$ cat config.mk
export PLATFORM = sky130hd
export DESIGN_NAME = apb_cmd_master
export DESIGN_NICKNAME = d
export VERILOG_FILES = /design/src/rtl/apb_cmd_pkg.sv /design/src/rtl/apb_cmd_seq.sv /design/src/rtl/apb_cmd_drv.sv /design/src/rtl/apb_cmd_rspq.sv /design/src/rtl/apb_cmd_master.sv
export SDC_FILE = /design/constraint.sdc
export NUM_CORES = 1
export LEC_CHECK = 0
export ABC_AREA = 1
export ABC_CLOCK_PERIOD_IN_PS = 3800
export BUFFER_PORTS_ARGS = -buffer_cell sky130_fd_sc_hd__clkbuf_2
export CORE_UTILIZATION = 47
export DETAILED_ROUTE_END_ITERATION = 7
export PLACE_DENSITY = 0.76
export SYNTH_ARGS = -nofsm -noshare
export SYNTH_HDL_FRONTEND = slang
export SYNTH_HIERARCHICAL = 1
export SYNTH_SLANG_ARGS = --single-unit
$ cat constraint.sdc
create_clock -name clk -period 3.8 [get_ports clk]
set_clock_uncertainty 0.1 [all_clocks]
set_input_delay 0.76 -clock clk [delete_from_list [all_inputs] [get_ports clk]]
set_output_delay 0.76 -clock clk [all_outputs]
set_load 0.1 [all_outputs]
$ cat src/rtl/apb_cmd_pkg.sv
package apb_cmd_pkg;
  typedef enum logic [1:0] {
    K_IDLE  = 2'b00,
    K_WRITE = 2'b01,
    K_READ  = 2'b10,
    K_RSVD  = 2'b11
  } cmd_kind_e;

  typedef enum logic [1:0] {
    S_IDLE   = 2'b00,
    S_SETUP  = 2'b01,
    S_ACCESS = 2'b10
  } seq_state_e;
endpackage

$ cat src/rtl/apb_cmd_seq.sv
module apb_cmd_seq
  import apb_cmd_pkg::*;
#(
  parameter int IDLE_W   = 8,
  parameter int RQ_DEPTH = 2,
  localparam int OCC_W   = $clog2(RQ_DEPTH + 1)
) (
  input  logic              clk,
  input  logic              rst_n,
  input  logic              cmd_valid,
  input  logic [1:0]        cmd_kind,
  input  logic [IDLE_W-1:0] cmd_idle,
  input  logic [OCC_W-1:0]  rq_occ,
  input  logic              rq_pop,
  output logic              cmd_ready,
  output logic              start_o,
  output logic              access_o,
  output logic              clear_o,
  output logic              push_o
);
  localparam int NW = OCC_W + 2;

  seq_state_e        state_q, state_n;
  logic [IDLE_W-1:0] cnt_q, cnt_n;
  logic              is_xfer, open, room, accept;
  logic [NW-1:0]     need;

  always_comb begin
    is_xfer   = (cmd_kind_e'(cmd_kind) == K_WRITE) || (cmd_kind_e'(cmd_kind) == K_READ);
    push_o    = (state_q == S_ACCESS);
    access_o  = (state_q == S_SETUP);
    need      = NW'(rq_occ) + NW'(push_o) + NW'(1) - NW'(rq_pop);
    room      = (need <= NW'(RQ_DEPTH));
    open      = ((state_q == S_IDLE) || (state_q == S_ACCESS)) && (cnt_q == '0);
    cmd_ready = open && room;
    accept    = cmd_valid && cmd_ready;
    start_o   = accept && is_xfer;
    clear_o   = (push_o && !start_o) || (accept && !is_xfer);
  end

  always_comb begin
    state_n = state_q;
    cnt_n   = cnt_q;
    unique case (state_q)
      S_SETUP: state_n = S_ACCESS;
      S_IDLE, S_ACCESS: begin
        if (start_o) begin
          state_n = S_SETUP;
          cnt_n   = cmd_idle;
        end else begin
          state_n = S_IDLE;
          cnt_n   = (cnt_q != '0) ? cnt_q - IDLE_W'(1) : '0;
        end
      end
      default: begin
        state_n = S_IDLE;
        cnt_n   = '0;
      end
    endcase
  end

  always_ff @(posedge clk or negedge rst_n) begin
    if (!rst_n) begin
      state_q <= S_IDLE;
      cnt_q   <= '0;
    end else begin
      state_q <= state_n;
      cnt_q   <= cnt_n;
    end
  end
endmodule

$ cat src/rtl/apb_cmd_drv.sv
module apb_cmd_drv
  import apb_cmd_pkg::*;
#(
  parameter int ADDR_W = 32,
  parameter int DATA_W = 32
) (
  input  logic              clk,
  input  logic              rst_n,
  input  logic              start_i,
  input  logic              access_i,
  input  logic              clear_i,
  input  logic [1:0]        cmd_kind,
  input  logic [ADDR_W-1:0] cmd_addr,
  input  logic [DATA_W-1:0] cmd_wdata,
  output logic [ADDR_W-1:0] paddr,
  output logic              pwrite,
  output logic              psel,
  output logic              penable,
  output logic [DATA_W-1:0] pwdata
);
  logic              wr;
  logic              addr_en, sel_en;
  logic [ADDR_W-1:0] paddr_n;
  logic              pwrite_n, psel_n, penable_n;
  logic [DATA_W-1:0] pwdata_n;

  always_comb begin
    wr        = (cmd_kind_e'(cmd_kind) == K_WRITE);
    addr_en   = start_i;
    sel_en    = start_i || access_i || clear_i;
    paddr_n   = cmd_addr;
    pwrite_n  = wr;
    psel_n    = psel;
    penable_n = penable;
    pwdata_n  = pwdata;
    if (start_i) begin
      psel_n    = 1'b1;
      penable_n = 1'b0;
      pwdata_n  = wr ? cmd_wdata : '0;
    end else if (access_i) begin
      penable_n = 1'b1;
    end else if (clear_i) begin
      psel_n    = 1'b0;
      penable_n = 1'b0;
      pwdata_n  = '0;
    end
  end

  always_ff @(posedge clk or negedge rst_n) begin
    if (!rst_n) begin
      paddr  <= '0;
      pwrite <= 1'b0;
    end else if (addr_en) begin
      paddr  <= paddr_n;
      pwrite <= pwrite_n;
    end
  end

  always_ff @(posedge clk or negedge rst_n) begin
    if (!rst_n) begin
      psel    <= 1'b0;
      penable <= 1'b0;
      pwdata  <= '0;
    end else if (sel_en) begin
      psel    <= psel_n;
      penable <= penable_n;
      pwdata  <= pwdata_n;
    end
  end
endmodule

$ cat src/rtl/apb_cmd_rspq.sv
module apb_cmd_rspq #(
  parameter int ADDR_W  = 32,
  parameter int DATA_W  = 32,
  parameter int DEPTH   = 2,
  localparam int PTR_W  = (DEPTH > 1) ? $clog2(DEPTH) : 1,
  localparam int OCC_W  = $clog2(DEPTH + 1)
) (
  input  logic              clk,
  input  logic              rst_n,
  input  logic              push_i,
  input  logic [1:0]        push_kind,
  input  logic [ADDR_W-1:0] push_addr,
  input  logic [DATA_W-1:0] push_data,
  input  logic              rsp_ready,
  output logic              rsp_valid,
  output logic [1:0]        rsp_kind,
  output logic [ADDR_W-1:0] rsp_addr,
  output logic [DATA_W-1:0] rsp_rdata,
  output logic [OCC_W-1:0]  occ_o,
  output logic              pop_o
);
  logic [1:0]        ent_kind [DEPTH];
  logic [ADDR_W-1:0] ent_addr [DEPTH];
  logic [DATA_W-1:0] ent_data [DEPTH];
  logic [PTR_W-1:0]  wptr_q, wptr_n, rptr_q, rptr_n;
  logic [OCC_W-1:0]  occ_q, occ_n;

  always_comb begin
    rsp_valid = (occ_q != '0);
    pop_o     = rsp_valid && rsp_ready;
    occ_o     = occ_q;
    rsp_kind  = ent_kind[rptr_q];
    rsp_addr  = ent_addr[rptr_q];
    rsp_rdata = ent_data[rptr_q];
    wptr_n    = wptr_q;
    rptr_n    = rptr_q;
    if (push_i) wptr_n = (wptr_q == PTR_W'(DEPTH - 1)) ? '0 : wptr_q + PTR_W'(1);
    if (pop_o)  rptr_n = (rptr_q == PTR_W'(DEPTH - 1)) ? '0 : rptr_q + PTR_W'(1);
    occ_n = occ_q + OCC_W'(push_i) - OCC_W'(pop_o);
  end

  always_ff @(posedge clk) begin
    for (int i = 0; i < DEPTH; i++) begin
      if (push_i && (wptr_q == PTR_W'(i))) begin
        ent_kind[i] <= push_kind;
        ent_addr[i] <= push_addr;
        ent_data[i] <= push_data;
      end
    end
  end

  always_ff @(posedge clk or negedge rst_n) begin
    if (!rst_n) begin
      wptr_q <= '0;
      rptr_q <= '0;
      occ_q  <= '0;
    end else begin
      wptr_q <= wptr_n;
      rptr_q <= rptr_n;
      occ_q  <= occ_n;
    end
  end
endmodule

$ cat src/rtl/apb_cmd_master.sv
module apb_cmd_master
  import apb_cmd_pkg::*;
#(
  parameter int ADDR_W   = 32,
  parameter int DATA_W   = 32,
  parameter int IDLE_W   = 8,
  parameter int RQ_DEPTH = 2
) (
  input  logic              clk,
  input  logic              rst_n,
  input  logic              cmd_valid,
  output logic              cmd_ready,
  input  logic [1:0]        cmd_kind,
  input  logic [ADDR_W-1:0] cmd_addr,
  input  logic [DATA_W-1:0] cmd_wdata,
  input  logic [IDLE_W-1:0] cmd_idle,
  output logic              rsp_valid,
  input  logic              rsp_ready,
  output logic [1:0]        rsp_kind,
  output logic [ADDR_W-1:0] rsp_addr,
  output logic [DATA_W-1:0] rsp_rdata,
  output logic [ADDR_W-1:0] paddr,
  output logic              pwrite,
  output logic              psel,
  output logic              penable,
  output logic [DATA_W-1:0] pwdata,
  input  logic [DATA_W-1:0] prdata
);
  localparam int OCC_W = $clog2(RQ_DEPTH + 1);

  logic             start, access, clear, push, pop;
  logic [OCC_W-1:0] occ;
  logic [1:0]       push_kind;
  logic [DATA_W-1:0] push_data;

  assign push_kind = pwrite ? K_WRITE : K_READ;
  assign push_data = pwrite ? '0 : prdata;

  apb_cmd_seq #(.IDLE_W(IDLE_W), .RQ_DEPTH(RQ_DEPTH)) u_seq (
    .clk(clk), .rst_n(rst_n), .cmd_valid(cmd_valid), .cmd_kind(cmd_kind),
    .cmd_idle(cmd_idle), .rq_occ(occ), .rq_pop(pop), .cmd_ready(cmd_ready),
    .start_o(start), .access_o(access), .clear_o(clear), .push_o(push)
  );

  apb_cmd_drv #(.ADDR_W(ADDR_W), .DATA_W(DATA_W)) u_drv (
    .clk(clk), .rst_n(rst_n), .start_i(start), .access_i(access), .clear_i(clear),
    .cmd_kind(cmd_kind), .cmd_addr(cmd_addr), .cmd_wdata(cmd_wdata),
    .paddr(paddr), .pwrite(pwrite), .psel(psel), .penable(penable), .pwdata(pwdata)
  );

  apb_cmd_rspq #(.ADDR_W(ADDR_W), .DATA_W(DATA_W), .DEPTH(RQ_DEPTH)) u_rq (
    .clk(clk), .rst_n(rst_n), .push_i(push), .push_kind(push_kind),
    .push_addr(paddr), .push_data(push_data), .rsp_ready(rsp_ready),
    .rsp_valid(rsp_valid), .rsp_kind(rsp_kind), .rsp_addr(rsp_addr),
    .rsp_rdata(rsp_rdata), .occ_o(occ), .pop_o(pop)
  );
endmodule

==> impl_metrics.sql, run 1 <==
INSERT INTO impl_metrics (metric_group, metric, value, unit) VALUES
('cells_and_area', 'final_layout_size_suffix_gt1_frac', '0.276', ''),
('sta', 'finalHoldViolCount', '0', ''),
('worst_hold_path', 'worstHoldPathType', 'input port to asynchronous set/reset pin', ''),
('synth', 'synth-adder-area-share', '0.0106', ''),
('synth', 'synth.ff_latch_count', '213', ''),
('global_routing', 'global_route.peak_usage_layer', 'met2', ''),
('clocking', 'cts_buffer_depth', '3', ''),
('run_status', 'run_status', 'complete, no violations', ''),
('power_and_ir_drop', 'power_per_cell_area', '731', 'nW/um2'),
('global_routing', 'grtUsageMet3', '0.0448', ''),
('synth', 'synth.top_cells.by_count', 'sky130_fd_sc_hd__nand2_1 (383), sky130_fd_sc_hd__edfxtp_1 (132), sky130_fd_sc_hd__dfrtp_1 (81)', ''),
('cells_and_area', 'syn_to_final_growth', '22.7', '%'),
('sta', 'clock.fmax', '285', 'MHz'),
('cells_and_area', 'postLayoutCellArea', '11000', 'um2'),
('clocking', 'tritoncts.num_buffers', '22', ''),
('sta', 'layout_setup_ws', '0.287', 'ns'),
('worst_setup_path', 'setup.worst_path.class', 'flop to primary output', ''),
('sta', 'finalCriticalPeriod', '3.51', 'ns'),
('global_routing', 'globalRouteMet2Util', '0.353', ''),
('clocking', 'post_cts_resized', '0', ''),
('clocking', 'hold_buffers', '0', ''),
('drt', 'wl', '20500', 'um'),
('synth', 'netlist-cell-type-count', '24', ''),
('worst_setup_path', 'critical_path_cell_list', 'inv_1 -> nand2_1 -> nand2_1 -> inv_1 -> inv_1 -> fa_1 -> ha_1 -> nor2_1 -> nand2_1 -> nand2_1 -> nand2_1 -> nor2_4 -> buf_12', ''),
('floorplanning', 'design.portCount', '245', ''),
('floorplanning', 'core', '18700', 'um2'),
('sta', 'slew_headroom', '0.477', ''),
('worst_setup_path', 'critical_path_arrival', '2.65', 'ns'),
('floorplanning', 'floorplan.rows', '50', ''),
('synth', 'post_synth_main_area_contributors', 'sky130_fd_sc_hd__edfxtp_1 (44%), sky130_fd_sc_hd__dfrtp_1 (23%), sky130_fd_sc_hd__nand2_1 (16%), sky130_fd_sc_hd__nand3_1 (3.0%), sky130_fd_sc_hd__nand4_1 (2.8%)', ''),
('drt', 'drt-initial-drc-count', '286', ''),
('place', 'detailed_place_hpwl', '13300', 'um'),
('clocking', 'worstSkewPairLatency', '0.49', 'ns'),
('synth', 'synth_compound_gate_area_share', '0.00154', ''),
('synth', 'dominantRegCellSynth', 'sky130_fd_sc_hd__edfxtp_1', ''),
('synth', 'number_of_nets_produced_by_synthesis', '984', ''),
('global_routing', 'grt.total_usage', '0.207', ''),
('floorplanning', 'die_height', '140', 'um'),
('drt', 'firstDrtPassIters', '6', ''),
('synth', 'post_synth_inst_count', '867', ''),
('flow_run', 'cap_viol_max_count', '0', ''),
('synth', 'synth-xor-area-share', '0.00405', ''),
('global_routing', 'grt_pass1_vias', '6292', ''),
('global_routing', 'initial_antenna_violation_count', '0', ''),
('sta', 'worst_slew_pin_slew', '0.784', 'ns'),
('worst_setup_path', 'worst_setup_path_start_kind', 'flop', ''),
('synth', 'muxShareOfSynthArea', '0', ''),
('drt', 'wl_per_cell', '15.1', 'um'),
('synth', 'synth_area_per_cell', '10.3', 'um2'),
('cells_and_area', 'finalCoreUtilization', '0.587', ''),
('synth', 'most_frequent_cell_after_synthesis', 'sky130_fd_sc_hd__nand2_1', ''),
('place', 'placement.cell_area', '10300', 'um2'),
('cells_and_area', 'final_net_count', '1219', ''),
('drt', 'dr_total_vias', '6632', ''),
('synth', 'yosys.area_share.simple', '0.246', ''),
('clocking', 'cts_htree_levels', '1', ''),
('global_routing', 'grt.overflow.total', '0', ''),
('synth', 'synthArstFlopShare', '0.380', ''),
('clocking', 'cts_tree', 'yes', ''),
('floorplanning', 'die_w', '140', 'um'),
('place', 'routability_cong', '0.819', ''),
('sta', 'finalMaxSlewViolations', '0', ''),
('sta', 'final.period_utilization', '0.924', ''),
('sta', 'setup_viol', '0', ''),
('drt', 'ant_nets', '0', ''),
('synth', 'synthesis.yosys.warnings', '6', ''),
('place', 'portBuffers', '244', ''),
('synth', 'synth_enable_flop_cells', '132', ''),
('worst_setup_path', 'cp.buffers_inverters', '4', ''),
('cells_and_area', 'diode_insertion_count_for_antenna_repair', '0', ''),
('floorplanning', 'fp.dieArea', '19600', 'um2');
[registers in the layout, summed over array words and instances, names as in the netlist, 2 cells and up]
name,flops
u_drv/paddr,32
u_seq/state_q,2
u_seq/cnt_q,8
u_drv/pwdata,32
u_rq/ent_kind,4
u_rq/ent_addr,64
u_rq/ent_data,64
u_rq/occ_o,2
[stage by stage]
step | power [W] | cells | hold WS [ns]
finish | 0.00803 | 1352 | 0.167
global route | 0.00835 | 1352 | 0.201
CTS | 0.00811 | 1352 | 0.180
detailed placement | 0.00607 | 1312 | 0.366
global placement | 0.00605 | 1312 | 0.364
floorplan | 0.00553 | 867 | 0.349
[cells by family (layout without fill, tap and decap cells)]
kind of cell,after synthesis,count (layout)
compound gates,2,2
xor+xnor,2,2
fa+ha+maj,7,7
buf+inv,118,369
flops,213,213
simple gates,525,525
[path summary, 6_finish.rpt]
kind	start	endpoint	slack, ns	cells past startpoint
max in group asynchronous	rst_n	u_drv/paddr[1]	2.67	2
hold / removal	rst_n	u_drv/pwdata[5]	0.17	1
setup / recovery	u_rq/occ_o[1]	cmd_ready	0.29	13
hold reg to reg	u_drv/psel	u_drv/psel	0.37	2
setup reg to reg	u_rq/occ_o[1]	u_drv/pwdata[21]	0.64	18
min in group clk	cmd_addr[31]	u_drv/paddr[31]	0.36	3
[layer usage]
| layer | share of wire | vias up |
|---|---|---|
| met2 | 0.48 | 263 |
| met3 | 0.074 | 33 |
| met4 | 0.020 | 0 |
| li1 | - | 3267 |
| met1 | 0.43 | 3069 |
| met5 | 0 | - |
[final cells by class]
cell class	count	area, um2
fillers	1539	7720
inverters	72	270
well taps	234	293
clock buffers	31	606
repair buffers	257	1400
clock inverters	9	68.8
flip-flops and latches	213	5990
multi-input cells	536	2360
[power by group]
part	internal [W]	switching, W	leakage [nW]
Combinational	0.000458	0.00307	3.07
Clock	0.00118	0.000847	0.328
Sequential	0.00247	0.0000146	2.15
Total	0.00411	0.00393	5.54
[placed cells by master (no fill, tap or decap), drive strengths merged]
cell	synthesis	layout
clkinv	0	7
a21oi	1	1
edfxtp	132	132
clkinvlp	0	1
clkbuf	0	273
dfrtp	81	81
nor3	1	1
ha	6	6
xor2	2	2
nor2	42	42
inv	72	72
nand2	387	387
fa	1	1
buf	46	15
o21ai	1	1
nand4	40	40
bufinv	0	1
or2	1	1
nand3	54	54
Power figures use the tool's default switching activity.
==> run 2, diff against run 1 <==
--- a/config.mk
+++ b/config.mk
@@ -8,6 +8,7 @@
 export ABC_AREA = 1
 export ABC_CLOCK_PERIOD_IN_PS = 3800
 export BUFFER_PORTS_ARGS = -buffer_cell sky130_fd_sc_hd__clkbuf_2
+export CORE_ASPECT_RATIO = 2
 export CORE_UTILIZATION = 47
 export DETAILED_ROUTE_END_ITERATION = 7
 export PLACE_DENSITY = 0.76
==> impl_metrics.sql, run 2 (synthesis gave the netlist of run 1 again) <==
INSERT INTO impl_metrics (metric_group, metric, value, unit) VALUES
('drt', 'wl_per_cell', '14.6', 'um'),
('drt', 'routed.top_layer', 'met4', ''),
('drt', 'drt-initial-drc-count', '193', ''),
('sta', 'finalSetupTns', '0', 'ns'),
('clocking', 'cts.sink_count', '213', ''),
('worst_setup_path', 'critical_path_cell_list', 'inv_1 -> nand2_1 -> nand2_1 -> inv_1 -> inv_1 -> fa_1 -> ha_1 -> nor2_1 -> nand2_1 -> nand2_1 -> nand2_1 -> nor2_4 -> buf_12', ''),
('drt', 'wirelength_met1', '7380', 'um'),
('place', 'detailed_place_hpwl', '13600', 'um'),
('cells_and_area', 'seq_area', '5990', 'um2'),
('floorplanning', 'core', '18700', 'um2'),
('cells_and_area', 'diode_insertion_count_for_antenna_repair', '0', ''),
('worst_setup_path', 'critical_path_arrival', '2.68', 'ns'),
('worst_setup_path', 'cp_max_fo', '11', ''),
('power_and_ir_drop', 'ir_worst_vdd', '0.000488', 'V'),
('cells_and_area', 'most-common-layout-cells', 'sky130_fd_sc_hd__nand2_1 (383), sky130_fd_sc_hd__clkbuf_2 (242), sky130_fd_sc_hd__edfxtp_1 (132)', ''),
('floorplanning', 'floorplan.rows', '71', ''),
('run_status', 'run_status', 'complete, no violations', ''),
('cells_and_area', 'finalNonFillerCells', '1362', ''),
('floorplanning', 'design.portCount', '245', ''),
('power_and_ir_drop', 'power.leakage', '5.51', 'nW'),
('worst_setup_path', 'cp_top_family', 'simple AND/OR/NAND/NOR gates', ''),
('sta', 'worst_slew_pin_slew', '0.772', 'ns'),
('drt', 'met3_length', '1010', 'um'),
('clocking', 'cts_tree', 'yes', ''),
('cells_and_area', 'area_used_by_multi_input_combinational_logic', '2360', 'um2'),
('clocking', 'hold_buffers', '0', ''),
('cells_and_area', 'final_layout_size_suffix_gt1_frac', '0.278', ''),
('sta', 'setup_viol', '0', ''),
('cells_and_area', 'fill_cells', '1626', ''),
('clocking', 'clockRootBuffer', 'sky130_fd_sc_hd__clkbuf_16', ''),
('drt', 'wl', '19900', 'um'),
('worst_setup_path', 'setup.worst_path.class', 'flop to primary output', ''),
('clocking', 'cts_buffer_depth', '3', ''),
('global_routing', 'grt_pass1_vias', '6417', ''),
('worst_setup_path', 'crit_slowest_cell', 'sky130_fd_sc_hd__fa_1', ''),
('worst_setup_path', 'worst_setup_path_start_kind', 'flop', ''),
('clocking', 'tritoncts.num_buffers', '18', ''),
('sta', 'finalCriticalPeriod', '3.54', 'ns'),
('drt', 'ant_nets', '0', ''),
('cells_and_area', 'largest_registers', 'u_rq/ent_addr x64, u_rq/ent_data x64', ''),
('drt', 'drcViolationCount', '0', ''),
('drt', 'firstDrtPassIters', '4', ''),
('place', 'dp_cells', '1330', ''),
('worst_setup_path', 'cp_common_cell', 'sky130_fd_sc_hd__nand2_1', ''),
('clocking', 'cts_setup_buffers', '0', ''),
('worst_setup_path', 'crit_required', '2.94', 'ns'),
('flow_run', 'cap_viol_max_count', '0', ''),
('clocking', 'worstSkewPairLatency', '0.48', 'ns'),
('floorplanning', 'initial_cell_density_of_the_core', '0.478', ''),
('sta', 'final.period_utilization', '0.933', ''),
('floorplanning', 'fp.dieArea', '19600', 'um2'),
('sta', 'finalMaxSlewViolations', '0', ''),
('drt', 'detail_route.vias_per_cell', '4.85', ''),
('sta', 'clock.fmax', '282', 'MHz'),
('cells_and_area', 'final_net_count', '1212', ''),
('power_and_ir_drop', 'power_per_cell_area', '722', 'nW/um2'),
('worst_setup_path', 'cp-end-kind', 'primary output', ''),
('worst_setup_path', 'cp.buffers_inverters', '4', ''),
('global_routing', 'grt.overflow.total', '0', ''),
('worst_hold_path', 'worstHoldPathType', 'input port to asynchronous set/reset pin', ''),
('global_routing', 'grt_pass1_wl', '31300', 'um'),
('sta', 'setup_repair_after_global_routing_missed_its_margin', 'no', ''),
('cells_and_area', 'syn_to_final_growth', '22.3', '%'),
('worst_setup_path', 'crit_path_max_incr_delay', '0.41', 'ns'),
('sta', 'finalHoldViolCount', '0', ''),
('place', 'portBuffers', '244', ''),
('clocking', 'cts_htree_levels', '1', ''),
('sta', 'slew_headroom', '0.485', ''),
('drt', 'dr_total_vias', '6607', ''),
('global_routing', 'grt.total_usage', '0.204', ''),
('place', 'routability_cong', '0.850', ''),
('power_and_ir_drop', 'totalPowerFinal', '0.00791', 'W'),
('clocking', 'worst_setup_hold_path_clk_slew', '0.07', 'ns'),
('floorplanning', 'die_w', '99.6', 'um'),
('floorplanning', 'die_height', '197', 'um'),
('global_routing', 'grt_max_degree', '68', ''),
('drt', 'met2_wire_len', '10900', 'um'),
('cells_and_area', 'layout_commonest_cell', 'sky130_fd_sc_hd__nand2_1', ''),
('clocking', 'post_cts_resized', '0', ''),
('global_routing', 'initial_antenna_violation_count', '0', '');
-- run 2: per-layer routing --
metal / global-route usage / up-vias
met1: 0.217 / 3089
met2: 0.393 / 229
met4: 0.0795 / 0
li1: - / 3249
met5: 0 / -
met3: 0.0329 / 40
-- run 2: report_power, final --
group | switching, W | internal [W]
logic | 0.00306 | 0.000457
registers | 0.0000142 | 0.00247
clock network | 0.000805 | 0.00111
total | 0.00388 | 0.00403
-- run 2: cell type report --
type,count,area share
clock buffers,24,0.0508
clock inverters,8,0.00708
inverters,72,0.0247
multi-input cells,536,0.215
flip-flops and latches,213,0.547
well taps,255,0.0291
repair buffers,254,0.126
-- run 2: final timing paths --
path | from | endpoint | slack [ns] | cells past startpoint
setup / recovery | u_rq/occ_o[1] | cmd_ready | 0.26 | 13
setup reg to reg | u_rq/occ_o[1] | u_drv/pwdata[23] | 0.42 | 18
hold reg to reg | u_drv/psel | u_drv/psel | 0.38 | 2
max in group asynchronous | rst_n | u_drv/paddr[7] | 2.66 | 2
min in group clk | cmd_addr[16] | u_drv/paddr[16] | 0.38 | 3
hold / removal | rst_n | u_drv/pwdata[21] | 0.25 | 1
-- run 2: stage by stage --
stage	hold slack (ns)	util	instance area (um2)	setup slack [ns]
6_report	0.248	0.584	11000	0.255
3_3_place_gp	0.361	0.550	10300	0.352
4_1_cts	0.270	0.584	11000	0.249
5_1_grt	0.302	0.584	11000	0.0582
3_5_place_dp	0.366	0.550	10300	0.233
2_1_floorplan	0.349	-	8960	0.343
